**config.mk**
```make
export PLATFORM = sky130hd
export DESIGN_NAME = seg_ea_gen
export DESIGN_NICKNAME = d
export VERILOG_FILES = /design/src/rtl/seg_ea_pkg.sv /design/src/rtl/ea_disp_ext.sv /design/src/rtl/ea_term_sel.sv /design/src/rtl/ea_seg_sel.sv /design/src/rtl/ea_sum.sv /design/src/rtl/seg_ea_gen.sv
export SDC_FILE = /design/constraint.sdc
export NUM_CORES = 1
export LEC_CHECK = 0
export ABC_AREA = 1
export BUFFER_PORTS_ARGS = -buffer_cell sky130_fd_sc_hd__buf_4
export CELL_PAD_IN_SITES_DETAIL_PLACEMENT = 1
export CELL_PAD_IN_SITES_GLOBAL_PLACEMENT = 2
export CORE_ASPECT_RATIO = 2
export CORE_MARGIN = 2
export CORE_UTILIZATION = 25
export DETAILED_ROUTE_END_ITERATION = 8
export PLACE_DENSITY = 0.8
export SYNTH_ARGS = -nofsm -noshare
export SYNTH_HDL_FRONTEND = slang
export SYNTH_SLANG_ARGS = --single-unit
```
**constraint.sdc**
```tcl
create_clock -name clk_i -period 0.8 [get_ports clk_i]
set_input_delay 0.2 -clock clk_i [delete_from_list [all_inputs] [get_ports clk_i]]
set_output_delay 0.2 -clock clk_i [all_outputs]
set_load 0.03 [all_outputs]
```
**src/rtl/seg_ea_pkg.sv**
```systemverilog
package seg_ea_pkg;

  typedef enum logic [2:0] {
    MODE_DIRECT          = 3'd0,
    MODE_IND_BASE        = 3'd1,
    MODE_IND_INDEX       = 3'd2,
    MODE_BASED           = 3'd3,
    MODE_INDEXED         = 3'd4,
    MODE_BASE_INDEX      = 3'd5,
    MODE_BASE_INDEX_DISP = 3'd6,
    MODE_STR_DST         = 3'd7
  } ea_mode_e;

  typedef enum logic [1:0] {
    SEG_DS = 2'd0,
    SEG_SS = 2'd1,
    SEG_ES = 2'd2
  } seg_code_e;

  function automatic logic mode_has_base(ea_mode_e m);
    return (m == MODE_IND_BASE) || (m == MODE_BASED) ||
           (m == MODE_BASE_INDEX) || (m == MODE_BASE_INDEX_DISP);
  endfunction

  function automatic logic mode_has_index(ea_mode_e m);
    return (m == MODE_IND_INDEX) || (m == MODE_INDEXED) ||
           (m == MODE_BASE_INDEX) || (m == MODE_BASE_INDEX_DISP) ||
           (m == MODE_STR_DST);
  endfunction

  function automatic logic mode_has_disp(ea_mode_e m);
    return (m == MODE_DIRECT) || (m == MODE_BASED) ||
           (m == MODE_INDEXED) || (m == MODE_BASE_INDEX_DISP);
  endfunction

endpackage

```
**src/rtl/ea_disp_ext.sv**
```systemverilog
module ea_disp_ext #(
  parameter int OFS_W    = 16,
  parameter int NARROW_W = 8
) (
  input  logic [OFS_W-1:0] disp_i,
  input  logic             wide_i,
  output logic [OFS_W-1:0] disp_o
);
  localparam int EXT_W = OFS_W - NARROW_W;

  logic [OFS_W-1:0] narrow_ext;

  generate
    if (EXT_W > 0) begin : g_ext
      assign narrow_ext = {{EXT_W{disp_i[NARROW_W-1]}}, disp_i[NARROW_W-1:0]};
    end else begin : g_noext
      assign narrow_ext = disp_i;
    end
  endgenerate

  assign disp_o = wide_i ? disp_i : narrow_ext;
endmodule

```
**src/rtl/ea_term_sel.sv**
```systemverilog
module ea_term_sel
  import seg_ea_pkg::*;
#(
  parameter int OFS_W = 16
) (
  input  ea_mode_e         mode_i,
  input  logic             base_sel_i,
  input  logic             index_sel_i,
  input  logic [OFS_W-1:0] bx_i,
  input  logic [OFS_W-1:0] bp_i,
  input  logic [OFS_W-1:0] si_i,
  input  logic [OFS_W-1:0] di_i,
  input  logic [OFS_W-1:0] disp_i,
  output logic [OFS_W-1:0] base_o,
  output logic [OFS_W-1:0] index_o,
  output logic [OFS_W-1:0] disp_o,
  output logic             base_is_bp_o
);
  logic [OFS_W-1:0] base_raw, index_raw;

  always_comb begin
    base_raw  = base_sel_i ? bp_i : bx_i;
    // string destination is tied to DI
    if (mode_i == MODE_STR_DST) index_raw = di_i;
    else                        index_raw = index_sel_i ? di_i : si_i;
  end

  assign base_o       = mode_has_base(mode_i)  ? base_raw  : '0;
  assign index_o      = mode_has_index(mode_i) ? index_raw : '0;
  assign disp_o       = mode_has_disp(mode_i)  ? disp_i    : '0;
  assign base_is_bp_o = mode_has_base(mode_i) & base_sel_i;
endmodule

```
**src/rtl/ea_seg_sel.sv**
```systemverilog
module ea_seg_sel
  import seg_ea_pkg::*;
#(
  parameter int SEG_W = 16
) (
  input  ea_mode_e         mode_i,
  input  logic             base_is_bp_i,
  input  logic [SEG_W-1:0] ds_i,
  input  logic [SEG_W-1:0] ss_i,
  input  logic [SEG_W-1:0] es_i,
  output logic [SEG_W-1:0] seg_o,
  output seg_code_e        code_o
);
  always_comb begin
    if (mode_i == MODE_STR_DST) begin
      code_o = SEG_ES;
      seg_o  = es_i;
    end else if (base_is_bp_i) begin
      code_o = SEG_SS;
      seg_o  = ss_i;
    end else begin
      code_o = SEG_DS;
      seg_o  = ds_i;
    end
  end
endmodule

```
**src/rtl/ea_sum.sv**
```systemverilog
module ea_sum #(
  parameter int OFS_W     = 16,
  parameter int SEG_SHIFT = 4,
  localparam int PHYS_W   = OFS_W + SEG_SHIFT
) (
  input  logic [OFS_W-1:0]  base_i,
  input  logic [OFS_W-1:0]  index_i,
  input  logic [OFS_W-1:0]  disp_i,
  input  logic [OFS_W-1:0]  seg_i,
  output logic [OFS_W-1:0]  offset_o,
  output logic [PHYS_W-1:0] phys_o
);
  logic [PHYS_W-1:0] seg_shifted, ofs_ext;

  // offset wraps at OFS_W bits before the segment is added
  assign offset_o    = base_i + index_i + disp_i;
  assign seg_shifted = {seg_i, {SEG_SHIFT{1'b0}}};
  assign ofs_ext     = {{SEG_SHIFT{1'b0}}, offset_o};
  assign phys_o      = seg_shifted + ofs_ext;
endmodule

```
**src/rtl/seg_ea_gen.sv**
```systemverilog
module seg_ea_gen
  import seg_ea_pkg::*;
#(
  parameter int OFS_W     = 16,
  parameter int SEG_SHIFT = 4,
  parameter int NARROW_W  = 8,
  localparam int PHYS_W   = OFS_W + SEG_SHIFT
) (
  input  logic              clk_i,
  input  logic              rst_ni,
  input  logic              req_i,
  input  logic [2:0]        mode_i,
  input  logic              base_sel_i,
  input  logic              index_sel_i,
  input  logic              disp_wide_i,
  input  logic [OFS_W-1:0]  disp_i,
  input  logic [OFS_W-1:0]  ds_i,
  input  logic [OFS_W-1:0]  ss_i,
  input  logic [OFS_W-1:0]  es_i,
  input  logic [OFS_W-1:0]  bx_i,
  input  logic [OFS_W-1:0]  bp_i,
  input  logic [OFS_W-1:0]  si_i,
  input  logic [OFS_W-1:0]  di_i,
  output logic              valid_o,
  output logic [OFS_W-1:0]  offset_o,
  output logic [PHYS_W-1:0] phys_o,
  output logic [1:0]        seg_sel_o
);
  ea_mode_e          mode;
  logic              wide_eff;
  logic [OFS_W-1:0]  disp_ext;
  logic [OFS_W-1:0]  base_t, index_t, disp_t, seg_val;
  logic              base_is_bp;
  seg_code_e         seg_code;
  logic [OFS_W-1:0]  offset_d;
  logic [PHYS_W-1:0] phys_d;

  assign mode     = ea_mode_e'(mode_i);
  assign wide_eff = disp_wide_i | (mode == MODE_DIRECT);

  ea_disp_ext #(.OFS_W(OFS_W), .NARROW_W(NARROW_W)) u_disp (
    .disp_i (disp_i),
    .wide_i (wide_eff),
    .disp_o (disp_ext)
  );

  ea_term_sel #(.OFS_W(OFS_W)) u_terms (
    .mode_i       (mode),
    .base_sel_i   (base_sel_i),
    .index_sel_i  (index_sel_i),
    .bx_i         (bx_i),
    .bp_i         (bp_i),
    .si_i         (si_i),
    .di_i         (di_i),
    .disp_i       (disp_ext),
    .base_o       (base_t),
    .index_o      (index_t),
    .disp_o       (disp_t),
    .base_is_bp_o (base_is_bp)
  );

  ea_seg_sel #(.SEG_W(OFS_W)) u_seg (
    .mode_i       (mode),
    .base_is_bp_i (base_is_bp),
    .ds_i         (ds_i),
    .ss_i         (ss_i),
    .es_i         (es_i),
    .seg_o        (seg_val),
    .code_o       (seg_code)
  );

  ea_sum #(.OFS_W(OFS_W), .SEG_SHIFT(SEG_SHIFT)) u_sum (
    .base_i   (base_t),
    .index_i  (index_t),
    .disp_i   (disp_t),
    .seg_i    (seg_val),
    .offset_o (offset_d),
    .phys_o   (phys_d)
  );

  always_ff @(posedge clk_i or negedge rst_ni) begin
    if (!rst_ni) begin
      valid_o   <= 1'b0;
      offset_o  <= '0;
      phys_o    <= '0;
      seg_sel_o <= 2'd0;
    end else begin
      valid_o <= req_i;
      if (req_i) begin
        offset_o  <= offset_d;
        phys_o    <= phys_d;
        seg_sel_o <= seg_code;
      end
    end
  end

  assert_valid_after_req_R7: assert property (@(posedge clk_i) disable iff (!rst_ni)
    req_i |=> valid_o);

  assert_idle_no_valid_R8: assert property (@(posedge clk_i) disable iff (!rst_ni)
    !req_i |=> !valid_o);

  assert_hold_outputs_R8: assert property (@(posedge clk_i) disable iff (!rst_ni)
    !req_i |=> ($stable(offset_o) && $stable(phys_o) && $stable(seg_sel_o)));

  assert_low_bits_match_R1: assert property (@(posedge clk_i) disable iff (!rst_ni)
    valid_o |-> (phys_o[SEG_SHIFT-1:0] == offset_o[SEG_SHIFT-1:0]));

  assert_string_dst_es_R4: assert property (@(posedge clk_i) disable iff (!rst_ni)
    (req_i && mode_i == MODE_STR_DST) |=> (seg_sel_o == SEG_ES));

  assert_bp_base_ss_R4: assert property (@(posedge clk_i) disable iff (!rst_ni)
    (req_i && base_sel_i && mode_has_base(ea_mode_e'(mode_i))) |=> (seg_sel_o == SEG_SS));

  assert_direct_full_disp_R5: assert property (@(posedge clk_i) disable iff (!rst_ni)
    (req_i && mode_i == MODE_DIRECT) |=> (offset_o == $past(disp_i)));
endmodule

```
After elaboration in Yosys (flattened, before gate mapping)
Index checks and enable logic that the tools add are counted.

Bits of input ports: 137. Logic and storage cells: 38. Register bits: 39. Output and inout port bits: 39.

Equal/unequal tests: 7. Reductions and logical operators: 11. Multiplexer cells: 11. Add/subtract/negate cells: 3. Bitwise operators: 2.

Operators with widths (number): $mux W16 (9); $add A16 B16 Y16 (2); $add A20 B16 Y20 (1); $eq A3 B3 Y1 const B (4); $logic_or A1 B1 Y1 (10); $eq A3 B2 Y1 const B (2); $eq A3 B1 Y1 const B (1); $logic_not A3 Y1 (1); $mux W2 (1); $and A1 B1 Y1 (1); $mux W1 (1); $or A1 B1 Y1 (1).

Depth between registers and ports, before layout
Gate-level depths: netlist (run 1).

Word-level depth: 9. Depth in mapped cells: 31. Depth with buffers taken out: 30.

Hierarchy
From an unflattened synthesis (run 1), not the netlist that was laid out.

Cell total of the unflattened synthesis: 816. Area, all modules: 5056.1 um^2.

By module, submodules not included: ea_sum (area an instance 1951.9 um^2, sequential area each 0.0 um^2, cells each 327, instances 1); seg_ea_gen (area an instance 1545.2 um^2, sequential area each 975.9 um^2, cells each 166, instances 1); ea_term_sel (area an instance 895.9 um^2, sequential area each 0.0 um^2, cells each 185, instances 1); ea_seg_sel (area an instance 516.7 um^2, sequential area each 0.0 um^2, cells each 111, instances 1); ea_disp_ext (area an instance 146.4 um^2, sequential area each 0.0 um^2, cells each 27, instances 1).

Least setup slack after synthesis (run 1)
Ideal clock, no wire load.

Kind: input to register. Start: input port mode_i[2]. End: register phys_o[18]. Setup slack: -3391 ps. Required time: 683 ps. Cell stages on the path: 30. Path buffers: 2. Setup time: 117 ps. Arrival: 4073 ps. Path through: nand3_4 -> buf_6 -> nand2_1 -> inv_1 -> clkbuf_1 -> nand2_1 -> fa_1 -> inv_1 -> ha_1 -> inv_1 -> fa_1 -> inv_1 -> nand3_1 -> nand3_1 -> xor2_1 -> fa_1 -> nand3_1 -> nand2_1 -> nand2_1 -> nand2_1 -> a21oi_1 -> nor2_1 -> nand3_2 -> nand4_2 -> nand2_1 -> nand2_1 -> nand2_1 -> nand2_1 -> nand3_1 -> nand2_1.

Cells in the longest elaborated chain, start to end: 9. Elaborated cells on any way between the ends: 30. Classes of those cells: add/sub: 3; eq/ne: 7; mux: 7; bitwise: 2; reduce/logical: 11.

RTL lines: start: declaration (RTL line seg_ea_gen.sv:12) `input logic [2:0] mode_i,`; $eq A3 B2 Y1 / $eq A3 B3 Y1 (equally long branches) (RTL line seg_ea_pkg.sv:26, seg_ea_pkg.sv:33); $logic_or A1 B1 Y1 (2 in a row) (RTL line seg_ea_pkg.sv:26) `return (m == MODE_IND_INDEX) || (m == MODE_INDEXED) ||`; $logic_or A1 B1 Y1 (2 in a row) (RTL line seg_ea_pkg.sv:27) `(m == MODE_BASE_INDEX) || (m == MODE_BASE_INDEX_DISP) ||`; $mux W16 (RTL line ea_term_sel.sv:29) `assign index_o = mode_has_index(mode_i) ? index_raw : '0;`; $add A16 B16 Y16 (RTL line ea_sum.sv:16) `assign offset_o = base_i + index_i + disp_i;`; $add A16 B16 Y16 (*) (RTL line ea_sum.sv:16); via offset_d[5] (RTL line seg_ea_gen.sv:35) `logic [OFS_W-1:0] offset_d;`; $add A20 B16 Y20 (*) (RTL line ea_sum.sv:19) `assign phys_o = seg_shifted + ofs_ext;`; end signal: assignment (RTL line seg_ea_gen.sv:91) `phys_o <= phys_d;`; end: declaration (RTL line seg_ea_gen.sv:26) `output logic [PHYS_W-1:0] phys_o,`.

Mark *: on every way through the listed nets, which the timed path passes. The rest lies on a longest branch. A chain may end at the register's enable or synchronous reset.

Worst setup path in the final report (run 1)
Start: input port mode_i[2]. End: register phys_o[8].

The elaborated chain is that of the path after synthesis.

==> results of run 1 <==
## cells in the mapped netlist, drive strengths merged
| library cell | count |
|---|---|
| clkinv | 2 |
| a31oi | 9 |
| o211ai | 3 |
| clkbuf | 14 |
| nor2 | 63 |
| inv | 83 |
| nand2 | 251 |
| nand4 | 14 |
| nand3 | 38 |
| nand3b | 3 |
| fa | 17 |
| xor2 | 8 |
| o21bai | 2 |
| nor3 | 2 |
| or2 | 4 |
| xnor2 | 7 |
| a21oi | 34 |
| o22ai | 1 |
| ha | 25 |
| dfrtp | 35 |
| buf | 10 |
| a21boi | 1 |
| o21ai | 51 |
## power breakdown
group	switching [mW]	total (mW)	internal (mW)
clock	0.775	1.93	1.15
sequential	0.543	3.01	2.46
combinational	9.46	18.8	9.34
## routing by layer
metal | up-vias | track usage (%)
met1 | 2845 | 20.12
li1 | 2853 | -
met5 | - | 0
met2 | 147 | 50.83
met3 | 42 | 1.292
met4 | 0 | 7.584
## logic make-up (layout without fill, tap and decap cells)
kind of cell / count (synthesis) / in the layout / synth area share [%]
compound gates: 101 / 101 / 12.86
xor+xnor: 15 / 15 / 3.062
fa+ha+maj: 42 / 42 / 15.22
buf+inv: 109 / 465 / 10.41
flops: 35 / 35 / 20.41
simple gates: 375 / 375 / 38.03
## registers in the layout, summed over array words and instances (netlist names)
register and flops:
offset_o 16, phys_o 16, seg_sel_o 2, valid_o 1
## area by class of cell
| type | count | area, um^2 |
|---|---|---|
| Fill cell | 2064 | 7839 |
| Multi-Input combinational cell | 533 | 3988 |
| Timing Repair Buffer | 371 | 3278 |
| Sequential cell | 35 | 880.8 |
| Inverter | 85 | 377.9 |
| Tap cell | 207 | 259.0 |
| Clock buffer | 7 | 132.6 |
| Timing Repair inverter | 1 | 6.256 |
| Clock inverter | 1 | 5.005 |
## final timing paths
path,start,to,slack [ns],cells past startpoint
max reg2reg,phys_o[8]$_DFFE_PN0P_,phys_o[8]$_DFFE_PN0P_,-0.09,4
min,req_i,valid_o$_DFF_PN0_,0.09,1
max,mode_i[2],phys_o[8]$_DFFE_PN0P_,-3.09,29
max in group asynchronous,rst_ni,offset_o[0]$_DFFE_PN0P_,0.11,3
min in group asynchronous,rst_ni,offset_o[1]$_DFFE_PN0P_,0.32,2
min reg2reg,phys_o[17]$_DFFE_PN0P_,phys_o[17]$_DFFE_PN0P_,0.51,2
## stage by stage
step | power [mW] | setup TNS, ns | hold slack (ns) | setup WS [ns]
after floorplan | 9.669 | -66.12 | -0.09559 | -2.931
after global placement | 14.62 | -80.70 | 0.08793 | -3.399
after detailed placement | 15.00 | -83.76 | 0.09032 | -3.592
after CTS | 21.17 | -77.90 | 0.08761 | -2.908
after global routing | 25.05 | -85.96 | 0.08884 | -3.265
final | 23.73 | -80.73 | 0.08774 | -3.088
## repair_timing
| item | 4_1_cts | 5_1_grt |
|---|---|---|
| gates cloned | 2 | 2 |
| hold buffers | 1 | 0 |
| hold endpoints to repair | 16 | 0 |
| pin swaps | 69 | 48 |
| endpoints found under the setup margin | 73 | 74 |
| gates resized for setup | 197 | 131 |
| setup buffers | 54 | 40 |
==> summary.txt, run 1 <==
Die
  – Core area: about 17000 um^2
  – # IOs: ~180
  – Die span in y: between 150 and 200 um
  – Initial Util: 25.59%
  – Die width: 96.63 um
  – DIE AREA: about 18000 um^2
  – Num rows: 67

Worst setup path
  – Crit path max fanout: 5
  – Worst EP arrival: about 4.1 ns
  – CP required: a little under 1 ns
  – Critical-path cell with the highest stage delay: fa_1
  – Critical path's largest stage delay: just under 0.5 ns
  – Endpoint type of the worst setup path: flip-flop
  – Critical path type: in2reg
  – Crit-path leading delay family: buffers and inverters
  – Crit-path most repeated cell: buf_4
  – Bufs and invs on worst path: 14
  – Crit start category: input port

Finish
  – Commonest cells after routing, fill and taps aside: buf_4 (276), nand2_1 (184), buf_6 (80), inv_1 (54), nor2_1 (46)
  – Area Overhead vs Synth: 108.1%
  – Post-route design area: approximately 8900 um^2
  – Share of cells above drive strength 1: between 50% and 60%
  – Util after Layout: between 50% and 60%
  – Fin cells: around 1200
  – Commonest non-fill, non-tap cell in the layout: buf_4
  – Ant. Diodes: 0
  – Fin nets: approximately 1200

Clock network
  – Reg clk slew, reported paths: 0.05 ns
  – Clock buffer count from CTS: 5
  – Clock tree buffer depth: 2
  – Root Buffer: clkbuf_16
  – Sink Count: 35
  – Clock Latency Late Sink: between 0.2 and 0.3 ns
  – CTS tree: done
  – Depth of the CTS H-tree: 2

Status
  – Failing checks: setup timing
  – Status: finished with violations

Flow run
  – Max Cap Violations: 0

Placement
  – Number of port buffers: roughly 180
  – DP Wirelength: approximately 16000 um
  – GPL Wtd Cong: approximately 0.83
  – Placed insts: approximately 1200
  – Placed cell area: around 6900 um^2

STA
  – Unrepaired setup endpoints after global routing: yes
  – Pins Over Slew Limit: 0
  – Hold Fails Final Rpt: 0
  – Min Tclk post-route: slightly below 4 ns
  – Final Worst Setup Slack: -3.088 ns
  – Max Freq: roughly 260 MHz
  – Final Setup Violations: 72
  – Clock Skew: 0 ns
  – Worst Tran Pin Value: ~0.38 ns
  – Final period utilization: 486.0%
  – Slew Limit Headroom: between 70% and 80%

Yosys
  – Sequential area share after synthesis: 20.41%
  – Area leader, netlist: nand2_1
  – Share of the synthesized area in the top cell type: a little over a fifth
  – Syn nets: approximately 860
  – Avg Inst Size Synth: around 6.3 um^2
  – Syn Std Cell Area: between 4000 and 5000 um^2
  – Synth area leaders: nand2_1 (21%), dfrtp_1 (20%), fa_1 (7.9%), ha_1 (7.3%), inv_1 (6.6%)
  – Register bit total from synthesis: 35
  – Syn Inst Count: between 600 and 700
  – Yosys cell types: 37
  – Synthesis Warnings: 0

Drt
  – Detail Route Antenna Nets: 0
  – DRT iter0 DRCs: ~130
  – Max layer used: met4
  – Routed wl met3: 532 um
  – Routed wire length: 22760 um
  – # DRC: 0
  – Via density: between 4 and 5
  – Vias post-DR: just under 6000
  – Detailed Routing Iterations Pass 1: 5
  – Met1 wire length: 7111 um
  – Drt wl/cell: 18.35 um
  – Met2 Wirelength: 14210 um

Pwr
  – Max IR drop VDD: ~1.1 mV
  – Power Dens Cells: about 2700 nW/um^2
  – Leakage dissipation: 4.619 nW

Global route
  – GR Util All Layers: a little under a quarter
  – Global-route wire length before repair: 33050 um
  – Vias in the first global route: around 6500
  – Initial antenna violation count: 0
  – Pin count of the biggest net entering global routing: 33
  – GRT overflow: 0

Hold path
  – Worst hold-check path type: in2reg
Note: power is estimated with default switching activity, not from simulation.
==> inputs of run 2 (changes only) <==
Settings changed: CORE_UTILIZATION 25 to 26, GPL_TIMING_DRIVEN from default to 0, SYNTH_HIERARCHICAL from default to 1.
==> run 2 against run 1 <==
The run ends with hold timing, setup timing left. Global-route usage fell by 3.3 points. First-iteration DRC count fell by 49%. Synthesized cell count rose by 21%. Combinational power fell by 13%. Critical path type unchanged.
==> summary.txt, run 2 <==
Finish
  – Largest regs: phys_o (20), offset_o (16), seg_sel_o (2)
  – Fin nets: 1226 (+1.2%)
  – Share of cells above drive strength 1: 45.51% (-12 points)
  – Largest register FFs: 20
  – Fin cells: 1305 (+5.2%)
  – Area Overhead vs Synth: 68.15%
  – Ant. Diodes: 0 (unchanged)
  – Commonest cells after routing, fill and taps aside: nand2_1 (223), buf_4 (181), inv_1 (120), buf_6 (61), nand2_2 (58)
  – Reg with most FFs: phys_o
  – Commonest non-fill, non-tap cell in the layout: nand2_1

Worst setup path
  – Worst EP arrival: 3.64 ns (-0.42 ns)
  – Endpoint type of the worst setup path: flip-flop
  – Crit start category: input port
  – Crit path max fanout: 7 (+2)
  – CP required: 0.94 ns (-0.03 ns)
  – Critical path type: in2reg

Drt
  – Via density: 4.449 (-6.3%)
  – DRT iter0 DRCs: 65 (-49%)
  – Routed wire length: 20260 um (-11%)
  – Detailed Routing Iterations Pass 1: 4 (-1)
  – Drt wl/cell: 15.53 um (-15%)
  – # DRC: 0 (unchanged)
  – Vias post-DR: 5806 (-1.4%)
  – Detail Route Antenna Nets: 0 (unchanged)

Clock network
  – Reg clk slew, reported paths: 0.06 ns (about the same)
  – Clock tree buffer depth: 2 (unchanged)
  – Clock buffer count from CTS: 5 (unchanged)
  – Clock Latency Late Sink: 0.28 ns (about the same)
  – Root Buffer: clkbuf_16
  – CTS tree: done
  – Sink Count: 39 (+11%)
  – Depth of the CTS H-tree: 2 (unchanged)

Global route
  – Global-route wire length before repair: 30740 um (-7.0%)
  – Pin count of the biggest net entering global routing: 40 (+21%)
  – Vias in the first global route: 6232 (-4.2%)
  – GR Util All Layers: 19.43% (-3.3 points)
  – GRT overflow: 0 (unchanged)
  – Initial antenna violation count: 0 (unchanged)

Yosys
  – Syn Std Cell Area: 5056 um^2 (+18%)
  – Register bit total from synthesis: 39 (+11%)
  – Area leader, netlist: nand2_1
  – Syn Inst Count: 816 (+21%)
  – FFs w/ async S/R, synth: 100.0% (unchanged)
  – Sequential area share after synthesis: 19.30% (-1.1 points)
  – Primary FF master, synth: dfrtp_1
  – Yosys cell types: 36 (-2.7%)
  – Synth area leaders: nand2_1 (22%), dfrtp_1 (19%), inv_1 (10%), fa_1 (6.7%), ha_1 (6.7%)
  – Syn nets: 997 (+16%)
  – Number of synthesized flops with an enable pin: 0 (unchanged)
  – Share of the synthesized area in the top cell type: 21.97% (+0.71 points)
  – Post-synth top cells: nand2_1 (296), inv_1 (135), nor2_1 (71)
  – Most numerous cell in the Yosys netlist: nand2_1
  – Avg Inst Size Synth: 6.196 um^2 (-2.2%)
  – Synthesis Warnings: 6 (+6)

Die
  – DIE AREA: 20650 um^2 (+13%)
  – Die width: 102.6 um (+6.2%)
  – Num rows: 72 (+7.5%)
  – Die span in y: 201.2 um (+6.3%)
  – Initial Util: 26.35% (+0.76 points)
  – # IOs: 176 (unchanged)
  – Core area: 19190 um^2 (+14%)

Status
  – Status: finished with violations
  – Failing checks: hold timing, setup timing

Pwr
  – Power Dens Cells: 2537 nW/um^2 (-4.5%)
  – Pwr Total: 21.57 mW (-9.1%)
  – Leakage dissipation: 4.521 nW (-2.1%)
  – Max IR drop VDD: 1.348 mV (+20%)

STA
  – Clock Skew: 0 ns (unchanged)
  – Hold Fails Final Rpt: 39 (+39)
  – Final Worst Setup Slack: -2.703 ns (+0.3845 ns)
  – Pins Over Slew Limit: 0 (unchanged)
  – Final period utilization: 437.9% (-48 points)
  – Max Freq: 285.4 MHz (+11%)
  – Min Tclk post-route: 3.503 ns (-0.3845 ns)
  – Fin Hold WS: -0.1201 ns (-0.2078 ns)
  – Slew Limit Headroom: 62.38% (-12 points)
  – Unrepaired setup endpoints after global routing: yes
  – Worst Tran Pin Value: 0.5643 ns (+0.1849 ns)
  – Final Setup Violations: 77 (+6.9%)

Flow run
  – Max Cap Violations: 0 (unchanged)

Placement
  – Dpl ws: -3.492 ns (+0.09977 ns)
  – Placed insts: 1242 (+7.9%)
  – Number of port buffers: 167 (-4.6%)
  – DP Wirelength: 16810 um (+3.9%)
  – GPL Wtd Cong: 0.8468 (+2.6%)

Hold path
  – Worst hold-check path type: in2async
-- run 2: cell count changes in the layout (fill, tap and decap cells not counted), moves of 10 or more --
cell      previous run  this run
buf_4              276       181
inv_1               54       120
nand2_1            184       223
buf_6               80        61
nand2_2             42        58
a21boi_0             0        14
nand3_1             13        25
nor2_2              11        21
o21ai_0             20        10
-- run 2: final timing paths --
check / start / to / slack [ns] / cells past startpoint
max: mode_i[0] / phys_o[18]$_DFFE_PN0P_ / -2.70 / 26
min: rst_ni / offset_o[14]$_DFFE_PN0P_ / -0.12 / 1
max reg2reg: phys_o[16]$_DFFE_PN0P_ / phys_o[16]$_DFFE_PN0P_ / -0.05 / 4
min reg2reg: phys_o[14]$_DFFE_PN0P_ / phys_o[14]$_DFFE_PN0P_ / 0.52 / 2
max in group asynchronous: rst_ni / offset_o[6]$_DFFE_PN0P_ / 0.56 / 1
min in group clk_i: req_i / valid_o$_DFF_PN0_ / 0.06 / 1
-- run 2: repair_timing --
| action | in CTS | in global routing |
|---|---|---|
| setup endpoints to repair | 77 | 77 |
| cloned | 1 | 1 |
| endpoints found under the hold margin | 39 | 39 |
| buffers inserted | 30 | 25 |
| pin swaps | 47 | 79 |
| gates resized for setup | 152 | 125 |
-- run 2: metrics by stage --
step,setup TNS (ns),util (%),cell area (um^2),hold slack [ns]
floorplan,-63.66,-,5311,-0.09559
global placement,-85.46,35.90,6889,0.2078
detailed placement,-86.48,35.90,6889,0.2028
CTS,-78.51,41.19,7904,-0.09925
global route,-84.57,44.31,8502,-0.07670
finish,-78.29,44.31,8502,-0.1201
-- run 2: cell type report --
cell class              instances  area, um^2
inverters                     139       544.3
repair buffers                222        1917
fillers                      2413       10690
multi-input cells             595        4172
well taps                     259       324.1
plain buffers                  43       427.9
flip-flops and latches         39       975.9
clock inverters                 2       12.51
clock buffers                   6       128.9
-- run 2: cells by family (layout without fill, tap and decap cells) --
kind of cell / count (synthesis) / after routing / synth area share (%)
AOI/OAI and AO/OA: 93 / 93 / 10.34
and+or+nand+nor: 439 / 439 / 36.38
DFF: 39 / 39 / 19.30
buffers and inverters: 182 / 412 / 17.27
adders and majority gates: 44 / 44 / 13.41
xor gates and xnor gates: 19 / 19 / 3.291
-- run 2: power breakdown --
group          switching (mW)  total [mW]  internal, mW
logic                    8.97        16.3          7.36
clock network           0.757        1.91          1.15
registers               0.594        3.33          2.74
-- run 2: worst max-delay path: stages --
cell,delay (ns)
buf_12,0.11
nand3_4,0.19
buf_8,0.21
nand3_2,0.05
nand2_1,0.05
nor2_2,0.14
fa_1,0.47
ha_4,0.19
fa_2,0.35
nand2_2,0.08
nand2_2,0.06
and2_4,0.17
nand3_4,0.07
nand3_2,0.07
nand2_2,0.09
nand2_4,0.07
ha_4,0.33
nand2_4,0.07
inv_2,0.06
nand2_2,0.05
nor3_2,0.16
nand2_1,0.08
nand3_1,0.07
nand2_1,0.06
nand2_1,0.09
o21ai_2,0.07
-- run 2: metal layers --
| layer | vias up | wire [um] | track usage (%) |
|---|---|---|---|
| met1 | 2725 | 6025 | 16.42 |
| met3 | 34 | 390 | 1.424 |
| met2 | 112 | 12940 | 42.39 |
| li1 | 2935 | - | - |
| met4 | 0 | 904 | 7.524 |
| met5 | - | 0 | 0 |
